[src/rtl/prescale_pkg.sv]
// Package: shared widths for the fractional prescaler.
// Assumes: one clock domain; widths fixed at chip level.
package prescale_pkg;
    localparam int INT_W  = 13;   // integer reload / down-counter width
    localparam int FRAC_W = 15;   // fraction register / counter width
endpackage

[src/rtl/prescale_frac_match.sv]
// Module: prescale_frac_match
// Decides combinationally whether the current period needs one more clock.
// Fraction bit (W-1-n) is paired with "bit n is the lowest set bit of the
// period counter"; these conditions never overlap, so at most one fires.
// Assumes: both inputs are register outputs (no combinational loops).
module prescale_frac_match #(
    parameter int W = 15
) (
    input  logic [W-1:0] frac_val,
    input  logic [W-1:0] per_cnt,
    output logic [W-1:0] hit_vec,
    output logic         stretch_req
);
    genvar n;
    generate
        for (n = 0; n < W; n++) begin : g_pat
            if (n == 0) begin : g_lsb
                // pattern "1": counter bit 0 set
                assign hit_vec[n] = frac_val[W-1] & per_cnt[0];
            end else begin : g_hi
                // pattern "1 followed by n zeros" in the low n+1 bits
                assign hit_vec[n] = frac_val[W-1-n] & per_cnt[n]
                                    & ~(|per_cnt[n-1:0]);
            end
        end
    endgenerate

    // Any hit asks for one extra cycle in this period
    assign stretch_req = |hit_vec;
endmodule

[src/rtl/prescale_int_counter.sv]
// Module: prescale_int_counter
// Integer down-counter with reload. At zero it either holds one more cycle
// (when a stretch is requested and not yet taken) or underflows and reloads.
// Assumes: reload value is sampled exactly at the underflow edge.
module prescale_int_counter #(
    parameter int W = 13
) (
    input  logic         clk,
    input  logic         rst_n,
    input  logic [W-1:0] reload_val,
    input  logic         stretch_req,
    output logic         underflow,
    output logic         held,
    output logic [W-1:0] count
);
    logic at_zero;
    logic hold_now;

    assign at_zero   = (count == '0);
    assign hold_now  = at_zero & stretch_req & ~held;
    assign underflow = at_zero & ~hold_now;

    // Count down, hold one extra cycle at zero on request, reload on underflow
    always_ff @(posedge clk) begin
        if (!rst_n) begin
            count <= '0;
            held  <= 1'b0;
        end else if (underflow) begin
            count <= reload_val;
            held  <= 1'b0;
        end else if (hold_now) begin
            held  <= 1'b1;
        end else begin
            count <= count - 1'b1;
        end
    end
endmodule

[src/rtl/prescale_frac_counter.sv]
// Module: prescale_frac_counter
// Free-running period counter; advances once per integer underflow and
// wraps modulo 2^W.
// Assumes: advance is a single-cycle strobe.
module prescale_frac_counter #(
    parameter int W = 15
) (
    input  logic         clk,
    input  logic         rst_n,
    input  logic         advance,
    output logic [W-1:0] value
);
    // Step by one per period, natural wrap
    always_ff @(posedge clk) begin
        if (!rst_n)       value <= '0;
        else if (advance) value <= value + 1'b1;
    end
endmodule

[src/rtl/rtc_prescaler.sv]
// Module: rtc_prescaler (top)
// Fractional-N prescaler: integer period from a reload register, spread
// single-cycle extensions chosen by a fraction register, registered tick out.
// Assumes: write strobes are synchronous to clk; no bus decode here.
module rtc_prescaler
    import prescale_pkg::*;
(
    input  logic              clk,
    input  logic              rst_n,
    input  logic              int_wr_en,
    input  logic [INT_W-1:0]  int_wr_val,
    input  logic              frac_wr_en,
    input  logic [FRAC_W-1:0] frac_wr_val,
    output logic              tick
);
    logic [INT_W-1:0]  reload_q;
    logic [FRAC_W-1:0] frac_q;
    logic [FRAC_W-1:0] fcnt_w;
    logic [FRAC_W-1:0] match_w;
    logic [INT_W-1:0]  cnt_w;
    logic              extend_w;
    logic              under_w;
    logic              stretch_w;
    logic              tick_q;

    // Hold the software-written integer and fraction values
    always_ff @(posedge clk) begin
        if (!rst_n) begin
            reload_q <= '0;
            frac_q   <= '0;
        end else begin
            if (int_wr_en)  reload_q <= int_wr_val;
            if (frac_wr_en) frac_q   <= frac_wr_val;
        end
    end

    prescale_frac_match #(.W(FRAC_W)) u_match (
        .frac_val    (frac_q),
        .per_cnt     (fcnt_w),
        .hit_vec     (match_w),
        .stretch_req (extend_w)
    );

    prescale_int_counter #(.W(INT_W)) u_int (
        .clk         (clk),
        .rst_n       (rst_n),
        .reload_val  (reload_q),
        .stretch_req (extend_w),
        .underflow   (under_w),
        .held        (stretch_w),
        .count       (cnt_w)
    );

    prescale_frac_counter #(.W(FRAC_W)) u_frac (
        .clk     (clk),
        .rst_n   (rst_n),
        .advance (under_w),
        .value   (fcnt_w)
    );

    // Register the underflow as the outgoing tick pulse
    always_ff @(posedge clk) begin
        if (!rst_n) tick_q <= 1'b0;
        else        tick_q <= under_w;
    end

    assign tick = tick_q;
endmodule

[config.mk]
export PLATFORM = sky130hd
export DESIGN_NAME = rtc_prescaler
export DESIGN_NICKNAME = d
export VERILOG_FILES = /design/src/rtl/prescale_pkg.sv /design/src/rtl/prescale_frac_match.sv /design/src/rtl/prescale_int_counter.sv /design/src/rtl/prescale_frac_counter.sv /design/src/rtl/rtc_prescaler.sv
export SDC_FILE = /design/constraint.sdc
export NUM_CORES = 1
export LEC_CHECK = 0
export BUFFER_PORTS_ARGS = -buffer_cell sky130_fd_sc_hd__clkbuf_2
export CAP_MARGIN = 20
export CORE_MARGIN = 3
export CORE_UTILIZATION = 25
export DETAILED_ROUTE_END_ITERATION = 6
export PLACE_DENSITY = 0.51
export SLEW_MARGIN = 20
export SYNTH_ARGS = -nofsm -noshare
export SYNTH_HDL_FRONTEND = slang
export SYNTH_HIERARCHICAL = 1
export SYNTH_SLANG_ARGS = --single-unit
[constraint.sdc]
create_clock -name clk -period 3 [get_ports clk]
set_input_delay 0.6 -clock clk [delete_from_list [all_inputs] [get_ports clk]]
set_output_delay 0.6 -clock clk [all_outputs]
set_load 0.05 [all_outputs]
==> flow_summary.json <==
{
  "status": "complete, no violations",
  "path_class": "register to register",
  "initial_core_util": 0.2628,
  "fin_tns_setup_ns": 0,
  "drive_gt1_frac": 0.1896,
  "worstMarginPinSlew_ns": 0.6030,
  "hold_viol_final": 0,
  "syn_area_um2": 2774,
  "die_y_um": 111.3,
  "htree_levels": 3,
  "fin_area_um2": 3218,
  "worst_path_most_repeated_cell": "a21oi_1",
  "cts_root_buffer": "clkbuf_8",
  "synthesis.nets": 323,
  "port_buffers": 32,
  "post_drt_wl_per_cell_um": 12.88,
  "fillerInstances": 1165,
  "cts_hold_buf": 0,
  "critical-path-max-stage-delay_ns": 0.56,
  "setup_violations": 0,
  "viasPerCell": 4.605,
  "gp_congestion": 0.7753,
  "grt.total_usage": 0.1031,
  "postCtsSetupBuffers": 0,
  "hpwl_um": 4179,
  "critPathArrivalTime_ns": 2.86,
  "wirelength_um": 5963,
  "min_period_ns": 2.601,
  "critPathCaptureType": "register",
  "overflow": 0,
  "drc": 0,
  "io_pins": 33,
  "slowest_stage": "or4_1",
  "postPlaceCellArea_um2": 3033,
  "irDropWorstVdd_mv": 0.2530,
  "relSlewSlack": 0.5943,
  "multi_input_area_um2": 1493,
  "fin_crit_sh": 0.8669,
  "ant_nets": 0,
  "core_um2": 10560,
  "syn2layout_area_growth_pct": 16.01,
  "p_leak_uw": 0.001274,
  "grt_antenna_before_repair": 0,
  "crit_required_ns": 3.26,
  "grt_max_degree": 25,
  "cts_buffers": 9,
  "r2r_slack_ns": 0.40,
  "die_x_um": 111.3,
  "ctsLongestPathBuffers": 2,
  "drt_pass1_iterations": 4,
  "cts_tree": "yes",
  "worstSkewPairLatency_ns": 0.33,
  "grt_pass1_vias": 2160,
  "maxCapViolations": 0,
  "clk_pin_slew_ns": 0.06,
  "final_max_slew_viol_count": 0,
  "crit_path_start_kind": "register",
  "cts.sinks": 58,
  "yosys_warnings": 6,
  "skew_ns": 0.007750,
  "dieArea_um2": 12400,
  "grt_pass1_wl_um": 10460,
  "crit_chain": "or4_4, a21oi_1, nor4_1, o211ai_1, nor2b_1, nor2_1, nand4_2, or4_1, a21oi_1",
  "synthCells": 289,
  "powerDensity_nw_per_um2": 745.1,
  "antenna_cells": 0,
  "fmax_mhz": 384.5,
  "nets": 357,
  "critPathMaxFanout": 9,
  "first_iter_violations": 146,
  "dr_total_vias": 2132,
  "rsz0062_at_grt": "false",
  "syn_avg_cell_area_um2": 9.598,
  "regArea_um2": 1161,
  "rows": 37,
  "cts_resized": 0,
  "hold_path_class": "register to register"
}
## state kept, by name (all words and copies together) (netlist names)
register      cells
u_int/count      13
tick              1
u_int/held        1
frac_q           15
reload_q         13
u_frac/value     15
## per-layer routing
| metal | up-vias | track usage | share of wire |
|---|---|---|---|
| met2 | 42 | 0.1484 | 0.41 |
| met4 | 0 | 0.04623 | 0.019 |
| met5 | - | 0 | 0 |
| li1 | 1106 | - | - |
| met1 | 976 | 0.1451 | 0.54 |
| met3 | 8 | 0.02609 | 0.032 |
## placed cells by master, fill, tap and decap left out, types with 3 or more instances in the layout
cell and n:
xnor2_1 4, clkbuf_2 32, o31ai_1 7, nor2b_1 30, buf_4 3, inv_1 7, nor4_1 6, a211oi_1 8
nand3b_1 5, nand2b_1 4, xor2_1 7, o21ai_0 3, a21oi_1 19, clkbuf_8 10, or4_1 5, dfxtp_1 58
nor3_1 7, mux2i_1 34, nor2_1 14, nand4_2 3, nand2_1 21, nand3_1 6
## report_power, final
part	total [uW]	internal, uW	switching, uW	leakage [uW]
clock network	697	400	298	0.0000962
registers	995	872	123	0.000475
logic	705	331	374	0.000702
total	2400	1600	795	0.00127
## worst max-delay path: cells and delay by family, from the launching register on
kind             cells  cell delay (ns)
AND/OR/NAND/NOR      6             1.67
flip-flops           1             0.50
AO/OA/AOI/OAI        3             0.35
## stage by stage
| step | util | total power (uW) | worst slack (ns) | instances | hold slack (ns) |
|---|---|---|---|---|---|
| after floorplan | - | 1558 | 0.5580 | 289 | 0.4427 |
| after global placement | 0.2873 | 1703 | 0.4317 | 448 | 0.4586 |
| after detailed placement | 0.2873 | 1711 | 0.3776 | 448 | 0.4604 |
| after CTS | 0.3049 | 2418 | 0.3507 | 463 | 0.4711 |
| after global routing | 0.3049 | 2552 | 0.1209 | 463 | 0.5190 |
| final | 0.3049 | 2398 | 0.3992 | 463 | 0.4711 |
## final cells by class
class                   instances  area share
clock buffers                  12     0.04510
clock inverters                 3     0.01244
inverters                       7    0.008165
multi-input cells             212      0.4638
flip-flops and latches         58      0.3608
well taps                     136     0.05288
repair buffers                 35     0.05677
## path summary, 6_finish.rpt
| check | start | endpoint | cells after the start |
|---|---|---|---|
| setup / recovery | u_frac/value[0] | u_frac/value[10] | 9 |
| setup reg to reg | u_frac/value[0] | u_frac/value[10] | 9 |
| hold / removal | u_frac/value[14] | u_frac/value[14] | 2 |
| hold reg to reg | u_frac/value[14] | u_frac/value[14] | 2 |
No activity file was read; power rests on OpenSTA's default activity.
